[config.mk]
export PLATFORM = sky130hd
export DESIGN_NAME = irq_return_seq
export DESIGN_NICKNAME = d
export VERILOG_FILES = /design/src/rtl/irq_return_pkg.sv /design/src/rtl/irq_ret_canon.sv /design/src/rtl/irq_ret_flagmerge.sv /design/src/rtl/irq_ret_popper.sv /design/src/rtl/irq_return_seq.sv
export SDC_FILE = /design/constraint.sdc
export NUM_CORES = 1
export LEC_CHECK = 0
export CAP_MARGIN = 20
export CORE_MARGIN = 4
export CORE_UTILIZATION = 49
export CTS_CLUSTER_SIZE = 30
export DETAILED_ROUTE_END_ITERATION = 6
export HOLD_SLACK_MARGIN = 0.12
export PLACE_DENSITY = 0.88
export SYNTH_ARGS = -nofsm -noshare
export SYNTH_HDL_FRONTEND = slang
export SYNTH_SLANG_ARGS = --single-unit
[constraint.sdc]
create_clock -name clk -period 4.5 [get_ports clk]
set_input_delay 1.125 -clock clk [delete_from_list [all_inputs] [get_ports clk]]
set_output_delay 1.125 -clock clk [all_outputs]
set_load 0.05 [all_outputs]
[src/rtl/irq_return_pkg.sv]
package irq_return_pkg;
  localparam int XLEN = 64;
  localparam int NUM_POPS = 3;
  localparam int POP_RIP = 0;
  localparam int POP_FLAGS = 1;
  localparam int POP_SP = 2;

  localparam logic [2:0] EXC_NONE = 3'b000;
  localparam logic [2:0] EXC_UD = 3'b100;
  localparam logic [2:0] EXC_GP = 3'b010;
  localparam logic [2:0] EXC_CP = 3'b001;

  typedef enum logic [1:0] {
    ST_IDLE,
    ST_POP,
    ST_SHADOW
  } ret_state_e;
endpackage

[src/rtl/irq_ret_canon.sv]
module irq_ret_canon #(
  parameter int XLEN = 64,
  parameter int VA_NARROW = 48,
  parameter int VA_WIDE = 57
) (
  input  logic [XLEN-1:0] addr,
  input  logic            wide_va,
  output logic            ok
);
  localparam int NARROW_LSB = VA_NARROW - 1;
  localparam int WIDE_LSB = VA_WIDE - 1;

  logic narrow_ok;
  logic wide_ok;

  // canonical: the sign-extension field above the implemented width is uniform
  assign narrow_ok = (&addr[XLEN-1:NARROW_LSB]) | ~(|addr[XLEN-1:NARROW_LSB]);
  assign wide_ok = (&addr[XLEN-1:WIDE_LSB]) | ~(|addr[XLEN-1:WIDE_LSB]);
  assign ok = wide_va ? wide_ok : narrow_ok;

  // a narrow-canonical address is always wide-canonical
  always_comb begin
    AST_CANON_NEST: assert (!narrow_ok || wide_ok);
  end
endmodule

[src/rtl/irq_ret_flagmerge.sv]
module irq_ret_flagmerge #(
  parameter int XLEN = 64,
  parameter logic [XLEN-1:0] MASK = 64'h254DD5,
  parameter int UIF_BIT = 1
) (
  input  logic [XLEN-1:0] old_flags,
  input  logic [XLEN-1:0] popped,
  input  logic            uif_sel,
  output logic [XLEN-1:0] merged,
  output logic            uif_next
);
  // per-bit source pick fixed by the update mask
  for (genvar g = 0; g < XLEN; g++) begin : g_bit
    if (MASK[g]) begin : g_upd
      assign merged[g] = popped[g];
    end else begin : g_keep
      assign merged[g] = old_flags[g];
    end
  end

  assign uif_next = uif_sel ? popped[UIF_BIT] : 1'b1;
endmodule

[src/rtl/irq_ret_popper.sv]
module irq_ret_popper #(
  parameter int XLEN = 64,
  parameter int NUM_POPS = 3,
  parameter int STEP = 8
) (
  input  logic                           clk,
  input  logic                           rst,
  input  logic                           launch,
  input  logic [XLEN-1:0]                base,
  input  logic                           rd_ready,
  input  logic [XLEN-1:0]                rd_data,
  output logic                           rd_valid,
  output logic [XLEN-1:0]                rd_addr,
  output logic [NUM_POPS-1:0][XLEN-1:0]  words,
  output logic                           finished
);
  localparam int CW = (NUM_POPS > 1) ? $clog2(NUM_POPS) : 1;
  localparam logic [CW-1:0] LAST = CW'(NUM_POPS - 1);

  logic [CW-1:0]   cnt;
  logic            take;
  logic [XLEN-1:0] slot [NUM_POPS];

  assign take = rd_valid & rd_ready;

  always_ff @(posedge clk) begin
    if (rst) begin
      rd_valid <= 1'b0;
      rd_addr <= '0;
      cnt <= '0;
      finished <= 1'b0;
    end else begin
      finished <= 1'b0;
      if (launch) begin
        rd_valid <= 1'b1;
        rd_addr <= base;
        cnt <= '0;
      end else if (take) begin
        rd_addr <= rd_addr + XLEN'(STEP);
        if (cnt == LAST) begin
          rd_valid <= 1'b0;
          finished <= 1'b1;
        end else begin
          cnt <= cnt + 1'b1;
        end
      end
    end
  end

  for (genvar g = 0; g < NUM_POPS; g++) begin : g_slot
    always_ff @(posedge clk) begin
      if (rst) begin
        slot[g] <= '0;
      end else if (take && cnt == CW'(g)) begin
        slot[g] <= rd_data;
      end
    end
    assign words[g] = slot[g];
  end

  AST_ADDR_STEP: assert property (@(posedge clk) disable iff (rst)
    take |=> (rd_addr == $past(rd_addr) + XLEN'(STEP)));
  AST_ADDR_HOLD: assert property (@(posedge clk) disable iff (rst)
    (rd_valid && !rd_ready) |=> (rd_valid && $stable(rd_addr)));
  AST_LAUNCH_IDLE: assert property (@(posedge clk) disable iff (rst)
    launch |-> !rd_valid);
endmodule

[src/rtl/irq_return_seq.sv]
module irq_return_seq
  import irq_return_pkg::*;
#(
  parameter int VA_NARROW = 48,
  parameter int VA_WIDE = 57,
  parameter int POP_STEP = 8,
  parameter logic [63:0] FLAG_MASK = 64'h254DD5,
  parameter int UIF_BIT = 1
) (
  input  logic        clk,
  input  logic        rst,
  input  logic        start,
  input  logic        lock_pfx,
  input  logic        in_enclave,
  input  logic        cr_uint_en,
  input  logic        cpu_has_uint,
  input  logic        mode_64,
  input  logic        uif_from_flags,
  input  logic        shstk_en,
  input  logic        va57_mode,
  input  logic [63:0] cur_rsp,
  input  logic [63:0] cur_rflags,
  output logic        rd_valid,
  output logic [63:0] rd_addr,
  input  logic        rd_ready,
  input  logic [63:0] rd_data,
  output logic        ss_valid,
  input  logic        ss_ready,
  input  logic [63:0] ss_data,
  output logic        busy,
  output logic        done,
  output logic [2:0]  exc,
  output logic        commit,
  output logic        mon_clr,
  output logic [63:0] new_rip,
  output logic [63:0] new_rflags,
  output logic [63:0] new_rsp,
  output logic        new_uif
);
  ret_state_e state;

  logic        ud_hit;
  logic        accept;
  logic        launch;
  logic        pop_done;
  logic        canon_ok;
  logic        uif_next;
  logic [63:0] merged_flags;
  logic [NUM_POPS-1:0][XLEN-1:0] words;

  logic [63:0] old_flags_q;
  logic        uif_sel_q;
  logic        shstk_q;
  logic        va57_q;

  assign ud_hit = lock_pfx | in_enclave | ~cr_uint_en | ~cpu_has_uint | ~mode_64;
  assign accept = start & (state == ST_IDLE);
  assign launch = accept & ~ud_hit;
  assign ss_valid = (state == ST_SHADOW);

  irq_ret_popper #(
    .XLEN(XLEN),
    .NUM_POPS(NUM_POPS),
    .STEP(POP_STEP)
  ) u_pop (
    .clk(clk),
    .rst(rst),
    .launch(launch),
    .base(cur_rsp),
    .rd_ready(rd_ready),
    .rd_data(rd_data),
    .rd_valid(rd_valid),
    .rd_addr(rd_addr),
    .words(words),
    .finished(pop_done)
  );

  irq_ret_canon #(
    .XLEN(XLEN),
    .VA_NARROW(VA_NARROW),
    .VA_WIDE(VA_WIDE)
  ) u_canon (
    .addr(words[POP_RIP]),
    .wide_va(va57_q),
    .ok(canon_ok)
  );

  irq_ret_flagmerge #(
    .XLEN(XLEN),
    .MASK(FLAG_MASK),
    .UIF_BIT(UIF_BIT)
  ) u_merge (
    .old_flags(old_flags_q),
    .popped(words[POP_FLAGS]),
    .uif_sel(uif_sel_q),
    .merged(merged_flags),
    .uif_next(uif_next)
  );

  always_ff @(posedge clk) begin
    if (rst) begin
      state <= ST_IDLE;
      busy <= 1'b0;
      done <= 1'b0;
      exc <= EXC_NONE;
      commit <= 1'b0;
      mon_clr <= 1'b0;
      new_rip <= '0;
      new_rflags <= '0;
      new_rsp <= '0;
      new_uif <= 1'b0;
      old_flags_q <= '0;
      uif_sel_q <= 1'b0;
      shstk_q <= 1'b0;
      va57_q <= 1'b0;
    end else begin
      done <= 1'b0;
      exc <= EXC_NONE;
      commit <= 1'b0;
      mon_clr <= 1'b0;
      case (state)
        ST_IDLE: begin
          if (accept) begin
            if (ud_hit) begin
              done <= 1'b1;
              exc <= EXC_UD;
            end else begin
              state <= ST_POP;
              busy <= 1'b1;
              old_flags_q <= cur_rflags;
              uif_sel_q <= uif_from_flags;
              shstk_q <= shstk_en;
              va57_q <= va57_mode;
            end
          end
        end
        ST_POP: begin
          if (pop_done) begin
            if (!canon_ok) begin
              state <= ST_IDLE;
              busy <= 1'b0;
              done <= 1'b1;
              exc <= EXC_GP;
            end else if (shstk_q) begin
              state <= ST_SHADOW;
            end else begin
              state <= ST_IDLE;
              busy <= 1'b0;
              done <= 1'b1;
              commit <= 1'b1;
              mon_clr <= 1'b1;
              new_rip <= words[POP_RIP];
              new_rflags <= merged_flags;
              new_rsp <= words[POP_SP];
              new_uif <= uif_next;
            end
          end
        end
        ST_SHADOW: begin
          if (ss_ready) begin
            state <= ST_IDLE;
            busy <= 1'b0;
            done <= 1'b1;
            if (ss_data != words[POP_RIP]) begin
              exc <= EXC_CP;
            end else begin
              commit <= 1'b1;
              mon_clr <= 1'b1;
              new_rip <= words[POP_RIP];
              new_rflags <= merged_flags;
              new_rsp <= words[POP_SP];
              new_uif <= uif_next;
            end
          end
        end
        default: begin
          state <= ST_IDLE;
          busy <= 1'b0;
        end
      endcase
    end
  end

  AST_EXC_ONEHOT: assert property (@(posedge clk) disable iff (rst)
    $onehot0(exc));
  AST_EXC_NEEDS_DONE: assert property (@(posedge clk) disable iff (rst)
    (exc != EXC_NONE) |-> done);
  AST_COMMIT_CLEAN: assert property (@(posedge clk) disable iff (rst)
    commit |-> (done && mon_clr && exc == EXC_NONE));
  AST_FAULT_HOLD: assert property (@(posedge clk) disable iff (rst)
    (done && exc != EXC_NONE) |-> ($stable(new_rip) && $stable(new_rsp) && $stable(new_rflags)));
  AST_UD_QUIET: assert property (@(posedge clk) disable iff (rst)
    (done && exc == EXC_UD) |-> (!busy && !rd_valid));
  AST_SS_GATED: assert property (@(posedge clk) disable iff (rst)
    ss_valid |-> (shstk_q && busy && !rd_valid));
  AST_BUSY_DONE: assert property (@(posedge clk) disable iff (rst)
    (busy && !$past(busy)) |-> !done);
endmodule

# ---- Word-level counts from Yosys, hierarchy flattened
# Memories as Yosys holds them, arrays and structs flattened.
# Index checks and enable logic that the tools add are counted.
# Widths: inputs -> output; s select.
dict set report totals {
  reg_bits 336
  latch_bits 0
  mem_bits_rw 192
  romBits 0
  out_inout_bits 266
  wordCells 152
  mem_count 1
}
dict set report classes {
  n_addsub 2
  n_mul 0
  div_mod_pow 0
  n_lt_le_gt_ge 0
  n_eq_ne 13
  shifts 0
  mux 79
  bitwise_logic 20
  n_reduce_logical 20
}
# name words width rd rd_clocked_by_memory_dff wr line
set mem_list {}
lappend mem_list {u_pop.slot 3 64 3 0 3 irq_ret_popper.sv:22} ;# logic [XLEN-1:0] slot [NUM_POPS];
# cell n
set op_table {}
lappend op_table {{$mux 64} 20}
lappend op_table {{$pmux 64 s2} 3}
lappend op_table {{$add 64x4->64 const B} 1}
lappend op_table {{$ne 64x64->1} 1}
lappend op_table {{$mux 1} 40}
lappend op_table {{$reduce_and 17->1} 1}
lappend op_table {{$reduce_or 17->1} 1}
lappend op_table {{$mux 2} 8}
lappend op_table {{$ne 2x2->1 const B} 5}
lappend op_table {{$or 1x1->1} 9}
lappend op_table {{$pmux 3 s3} 1}
lappend op_table {{$not 1->1} 8}
lappend op_table {{$reduce_and 8->1} 1}
lappend op_table {{$reduce_or 8->1} 1}
lappend op_table {{$mux 3} 2}
lappend op_table {{$pmux 1 s3} 2}
lappend op_table {{$pmux 2 s3} 1}
lappend op_table {{$reduce_and 6->1} 1}
lappend op_table {{$reduce_bool 2->1} 3}
lappend op_table {{$reduce_and 5->1} 1}
lappend op_table {{$eq 2x1->1 const B} 2}
lappend op_table {{$eq 2x2->1 const B} 2}
lappend op_table {{$logic_not 2->1} 2}
lappend op_table {{$ne 2x1->1 const B} 2}
lappend op_table {{other kinds (10)} 16}

# ---- Depth between registers and ports, before layout
# Gate-level depths: netlist of the first run.
dict set report depth {
  ltp_word 8
  mapped_depth 9
  ltp_nobuf 7
}

# ---- Hierarchy
# From an unflattened synthesis of the first run, not the netlist that was laid out.
dict set report unflattened {
  cells_unflattened 2725
  hier_area_um2 27901.8
}
# module n_inst cells_each area_per_inst_um2 seq_area_each_um2
set modules_own_cells {}
lappend modules_own_cells {irq_return_seq 1 1737 16264.3 5365.1}
lappend modules_own_cells {irq_ret_popper 1 906 11060.6 7126.8}
lappend modules_own_cells {irq_ret_flagmerge 1 65 486.7 0.0}
lappend modules_own_cells {irq_ret_canon 1 17 90.1 0.0}

# ---- Least setup slack after synthesis of the first run
# OpenSTA, ideal clock, no wires.
dict set report synth_path {
  path_type {input port to flip-flop}
  from {input rst}
  to {memory u_pop.slot[0][0] (enable)}
  setup_time_ps 421
  arrival_ps 3504
  path_slack_ps 575
  cell_stages 5
  path_buffers 4
  cell_sequence {clkbuf_1 clkbuf_1 clkbuf_1 clkbuf_1 a21o_1}
}
# element line
set synth_rtl {}
lappend synth_rtl {{from (decl)} irq_return_seq.sv:11} ;# input logic rst,
lappend synth_rtl {{to (decl)} irq_ret_popper.sv:22}

# ---- Final worst setup path of the first run
dict set report layout_path {
  from {input ss_data[59]}
  to {register new_rip[32]}
}
dict set report layout_via {
  elab_chain_cells 3
}
# element line
set layout_lines {}
lappend layout_lines {{from (decl)} irq_return_seq.sv:29} ;# input logic [63:0] ss_data,
lappend layout_lines {{$ne 64x64->1} irq_return_seq.sv:164} ;# if (ss_data != words[POP_RIP]) begin
lappend layout_lines {{$ne 2x2->1 (no source line)} -}
lappend layout_lines {{$reduce_and 6->1 (no source line)} -}
lappend layout_lines {{to (signal assigned)} irq_return_seq.sv:152} ;# new_rip <= words[POP_RIP];
lappend layout_lines {{to (signal assigned)} irq_return_seq.sv:169} ;# new_rip <= words[POP_RIP];
lappend layout_lines {{to (decl)} irq_return_seq.sv:35} ;# output logic [63:0] new_rip,
# No other way between the ends.
# A chain may end at the register's enable or synchronous reset.

==> flow_summary.json, run 1 <==
{
  "cp_top_family": "simple AND/OR/NAND/NOR gates",
  "power_density_nw_per_um2": 329,
  "slowest_stage": "nor4_1",
  "wl_um": 62500,
  "slew-limit-headroom_pct": 33.3,
  "clkLatencyLatePin_ns": 0.58,
  "status": "finished clean",
  "vias": 16100,
  "yosysUniqueCellTypes": 54,
  "grt_pass1_vias": 16000,
  "yosysMostFrequentCell": "nand2b_1",
  "h-tree-depth": 2,
  "critPathMaxFanout": 54,
  "combPwrFrac_pct": 6.9,
  "ios": 535,
  "final_layout_size_suffix_gt1_share_pct": 4.57,
  "syn_nets": 2222,
  "die_area_um2": 45100,
  "yosys.area_share.simple_pct": 24.3,
  "cts_resized": 0,
  "ys_seq_area_share_pct": 52.4,
  "area_growth_pct": 35.0,
  "viasPerCell": 5.38,
  "critPathKind": "in2reg",
  "dr.pass1.iters": 5,
  "setup_viol": 0,
  "grt_max_degree": 267,
  "std_cell_rows": 74,
  "async_flop_share_pct": 0,
  "syn_inst": 1945,
  "yosys-top-cells-area": "dfxtp_1 (32%), edfxtp_1 (21%), nand2b_1 (12%), mux2i_1 (9.5%), xor2_1 (4.6%)",
  "core_area_um2": 41000,
  "drc": 0,
  "rsz0062_at_grt": "no",
  "p_sw_share_pct": 22.6,
  "max_stage_delay_ns": 0.48,
  "p_seq_share_pct": 48.8,
  "portBuffers": 522,
  "tritoncts": "built",
  "fmax_mhz": 283,
  "fin_nets": 2686,
  "die_w_um": 212,
  "drv_slew": 0,
  "cts_buffers": 49,
  "cap_violations": 0,
  "yosys.area_share.xor_xnor_pct": 5.23,
  "p_leak_nw": 9.46,
  "grt-ovfl-total": 0,
  "muxShareOfSynthArea_pct": 9.60,
  "clock_path_buffers": 3,
  "internal-power_mw": 7.03,
  "post_cts_buffers": 0,
  "place_inst": 2890,
  "yosysWarningCount": 0,
  "crit_path_end_kind": "flip-flop",
  "clock_power_share_pct": 44.3,
  "finClkSkew_ns": 0.0191,
  "layout_min_cycle_time_ns": 3.53,
  "yosysTopAreaCellShare_pct": 31.7,
  "start_util_pct": 49.9,
  "min_period_over_period_pct": 78.5,
  "syn_area_um2": 20400,
  "synth_seq_cells": 465,
  "worst_ep_required_time_ns": 4.99,
  "worstSetupStartpointType": "input pin",
  "crit_chain": "clkdlybuf4s50_1 -> xor2_1 -> nor4_1 -> nand4_1 -> nor4_2 -> buf_4 -> o2111a_4 -> buf_12 -> mux2i_1",
  "multi_input_area_um2": 9070,
  "hp-class": "reg2reg",
  "finalNonFillerCells": 2990,
  "synth_edf_count": 141,
  "cp_data_arrival_time_ns": 4.03,
  "die_height_um": 212,
  "yosysTopAreaCell": "dfxtp_1",
  "p_switching_mw": 2.05,
  "path_clk_slew_ns": 0.06,
  "critical_path_buf_inv_count": 3,
  "fillers": 3008,
  "wl_per_cell_um": 20.9,
  "avgSynthCellArea_um2": 10.5,
  "finalSetupTns_ns": 0,
  "ant_nets": 0,
  "antenna_found_initial": 8,
  "grt_usage_pct": 26.3,
  "power_mw": 9.08,
  "synth_compound_area_share_pct": 4.43,
  "grt_pass1_wl_um": 92800,
  "hold_violations": 0,
  "place_hpwl_um": 43400,
  "synth_ff_type": "dfxtp_1",
  "hold_buffers": 0,
  "numClockSinks": 465,
  "synth_fa_ha_area_share_pct": 0.490,
  "register_area_um2": 10700,
  "ys_top_cells_by_count": "nand2b_1 (384), dfxtp_1 (324), mux2i_1 (195)",
  "cts-root-buf": "clkbuf_16",
  "place.gp.congestion": 0.895,
  "synth_top_family_by_area": "simple AND/OR/NAND/NOR gates",
  "worst_pin_slew_ns": 1.00,
  "drt_iter0_markers": 1183,
  "ir_worst_vdd_mv": 0.285
}
## area by class of cell
cell class	instances	share of cell area, %
Clock buffer	73	5.14
Antenna cell	9	0.0816
Timing Repair Buffer	540	19.9
Tap cell	532	2.41
Multi-Input combinational cell	1341	32.8
Inverter	12	0.163
Clock inverter	18	0.612
Sequential cell	465	38.8
## per-layer routing
metal	vias to the layer above	GRT usage [%]	wire length (um)
li1	7484	-	-
met1	7759	33.4	24900
met2	638	43.3	30000
met3	196	5.03	4210
met4	2	12.9	3390
met5	-	0	9
## registers in the layout, summed over array words and instances (netlist names), 2 cells and up
register,count
exc,3
old_flags_q,52
state,2
new_rsp,64
u_pop.slot,141
u_pop.cnt,2
new_rflags,64
u_pop.rd_addr,64
new_rip,64
## placed cells by master, fill, tap and decap left out, types with 17 or more instances in the layout
master | netlist | routed
and2_1 | 145 | 145
clkdlybuf4s50_1 | 0 | 521
mux2i_1 | 195 | 195
nor2_1 | 78 | 78
xor2_1 | 108 | 108
dfxtp_1 | 324 | 324
nand2b_1 | 384 | 384
nand4_1 | 20 | 20
nand3_1 | 36 | 35
nor4_1 | 19 | 18
nand2_1 | 143 | 143
clkbuf_16 | 0 | 52
clkbuf_1 | 101 | 17
a211oi_1 | 58 | 58
edfxtp_1 | 141 | 141
a21oi_1 | 62 | 62
## cell families (layout without fill, tap and decap cells)
logic type | count (synthesis) | after routing
AO/OA/AOI/OAI | 141 | 141
multiplexers | 196 | 196
AND/OR/NAND/NOR | 874 | 874
XOR/XNOR | 122 | 122
adder cells (fa/ha/maj) | 8 | 8
other | 0 | 9
flip-flops | 465 | 465
buffers and inverters | 139 | 643
## final timing paths
kind                     startpoint                to  slack, ns  cells past startpoint
setup / recovery        ss_data[59]       new_rip[32]       0.97                      9
hold / removal     u_pop.rd_addr[1]  u_pop.rd_addr[1]       0.45                      2
setup reg to reg  u_pop.slot[0][59]       new_rip[32]       1.30                      8
hold reg to reg    u_pop.rd_addr[1]  u_pop.rd_addr[1]       0.45                      2
## power groups by stage
stage	Combinational, mW	Clock [mW]	Sequential (mW)
2_1_floorplan	0.222	0	4.56
5_1_grt	0.660	4.28	4.43
4_1_cts	0.626	4.10	4.43
6_report	0.624	4.03	4.43
3_3_place_gp	0.612	0	4.52
3_5_place_dp	0.620	0	4.52
## worst min-delay path, cell delays in order (launching register included)
cell and delay [ns]:
dfxtp_1 0.31, nand2_1 0.05, a21oi_1 0.05
## through the flow
step	hold WS [ns]	setup slack (ns)	cell area, um^2	utilization (%)
finish	0.455	0.968	27600	67.3
global route	0.480	0.872	27600	67.3
CTS	0.454	1.02	27600	67.3
detailed placement	0.446	0.522	26000	63.4
global placement	0.443	0.512	26000	63.4
floorplan	0.435	0.575	20400	-
No activity file was read; power rests on OpenSTA's default activity.
==> inputs of run 2 (changes only) <==
==> constraint.sdc (replaced) <==
create_clock -name clk -period 3.52 [get_ports clk]
set_input_delay 0.88 -clock clk [delete_from_list [all_inputs] [get_ports clk]]
set_output_delay 0.88 -clock clk [all_outputs]
set_load 0.05 [all_outputs]
==> flow_summary.json, run 2 (synthesis results as in run 1) <==
{
  "portBuffers": 522,
  "holdPathStages": 2,
  "grt_pass1_wl_um": 92700,
  "viasPerCell": 5.27,
  "slew-limit-headroom_pct": 53.4,
  "area_growth_pct": 36.8,
  "critical_path_buf_inv_count": 5,
  "slowest_stage": "clkdlybuf4s50_1",
  "clkLatencyLatePin_ns": 0.57,
  "setup_viol": 0,
  "critPathMaxFanout": 10,
  "cp.depth": 11,
  "regToRegSetupSlack_ns": 0.53,
  "fmax_mhz": 321,
  "antenna_found_initial": 9,
  "die_area_um2": 45100,
  "place.gp.congestion": 0.927,
  "clock_path_buffers": 3,
  "drc": 0,
  "grt_pass1_vias": 16100,
  "die_w_um": 212,
  "grt-ovfl-total": 0,
  "ios": 535,
  "vias": 15900,
  "place_hpwl_um": 44900,
  "hold_buffers": 0,
  "crit_chain": "clkdlybuf4s50_1 -> xor2_1 -> nor4_1 -> buf_4 -> nand4_1 -> nor4_2 -> buf_4 -> o2111a_4 -> buf_12 -> buf_12 -> mux2i_1",
  "start_util_pct": 49.9,
  "numClockSinks": 465,
  "max_stage_delay_ns": 0.42,
  "multi_input_area_um2": 9070,
  "status": "finished clean",
  "h-tree-depth": 2,
  "grt_usage_pct": 26.3,
  "cp_data_arrival_time_ns": 3.59,
  "cap_violations": 0,
  "min_period_over_period_pct": 88.4,
  "crit_path_end_kind": "flip-flop",
  "power_density_nw_per_um2": 411,
  "dr.pass1.iters": 5,
  "p_leak_nw": 9.65,
  "final_layout_size_suffix_gt1_share_pct": 5.61,
  "register_area_um2": 10700,
  "std_cell_rows": 74,
  "crit-reg2reg-capture": "new_rip[19]",
  "largest_register_ffs": 141,
  "fin_nets": 2716,
  "final_cell_mix": "clkdlybuf4s50_1 (521), nand2b_1 (384), dfxtp_1 (324)",
  "holdWs_ns": 0.454,
  "timing.rr.start": "u_pop.slot[0][47]",
  "cts-root-buf": "clkbuf_16",
  "power_mw": 11.5,
  "finClkSkew_ns": 0.0136,
  "top_register": "u_pop.slot",
  "tritoncts": "built",
  "worstSetupStartpointType": "input pin",
  "drv_slew": 0,
  "die_height_um": 212,
  "worst_ep_required_time_ns": 3.99,
  "cts_buffers": 49,
  "critPathKind": "in2reg",
  "layout_min_cycle_time_ns": 3.11,
  "hp-class": "reg2reg",
  "drt_iter0_markers": 1230,
  "grt_max_degree": 221,
  "final_common_cell": "clkdlybuf4s50_1",
  "path_clk_slew_ns": 0.06,
  "hold_violations": 0,
  "rsz0062_at_grt": "no",
  "wl_um": 61900,
  "cts_resized": 0,
  "ir_worst_vdd_mv": 0.370,
  "post_cts_buffers": 0,
  "worst_pin_slew_ns": 0.699,
  "reg2reg_depth": 8,
  "core_area_um2": 41000,
  "cp_top_family": "buffers and inverters",
  "worstHoldStart": "old_flags_q[30]",
  "hold-path-endpoint": "old_flags_q[30]",
  "fillers": 2975,
  "wl_per_cell_um": 20.5,
  "ant_nets": 0,
  "post-route-util_pct": 68.2
}
[run 2: worst register-to-register path, delay by kind of cell (launching register included)]
kind | cells | cell delay [ns]
DFF | 1 | 0.51
muxes | 1 | 0.28
AOI/OAI and AO/OA | 2 | 0.62
and+or+nand+nor | 3 | 1.16
buffers and inverters | 2 | 0.35
[run 2: metrics by stage]
step | instance area [um^2] | TNS [ns] | cells | worst slack, ns
finish | 28000 | 0 | 3018 | 0.407
global route | 28000 | 0 | 3017 | 0.319
CTS | 27900 | 0 | 3009 | 0.444
detailed placement | 26400 | -9.84 | 2920 | -0.115
global placement | 26400 | -4.02 | 2920 | -0.0465
floorplan | 20400 | 0 | 1945 | 0.0752
[run 2: layer usage]
layer  global-route usage [%]  vias up  share of wire [%]
li1                         -     7531                  -
met5                        0        -              0.021
met3                     4.49      157                5.7
met2                     44.2      562                 49
met1                     33.5     7662                 40
met4                     11.2        2                4.4
[run 2: layout make-up]
| type | instances | area share [%] |
|---|---|---|
| Inverter | 12 | 0.161 |
| Multi-Input combinational cell | 1341 | 32.4 |
| Sequential cell | 465 | 38.3 |
| Timing Repair Buffer | 570 | 21.2 |
| Clock inverter | 21 | 0.590 |
| Antenna cell | 9 | 0.0805 |
| Clock buffer | 68 | 4.89 |
| Tap cell | 532 | 2.38 |
[run 2: how the worst max path moves through the flow]
stage	startpoint	to	slack (ns)
after global placement	ss_data[59]	new_uif	-0.05
final	ss_data[59]	new_rip[19]	0.41
after floorplan	rst	u_pop.slot[2][0]	0.08
after CTS	state[0]	ss_valid	0.44
after global routing	ss_data[62]	new_rip[19]	0.32
after detailed placement	ss_data[59]	new_rflags[42]	-0.11
[run 2: power by group]
part | switching, mW | internal [mW]
sequential | 0.0662 | 5.60
clock | 2.15 | 2.86
combinational | 0.372 | 0.448
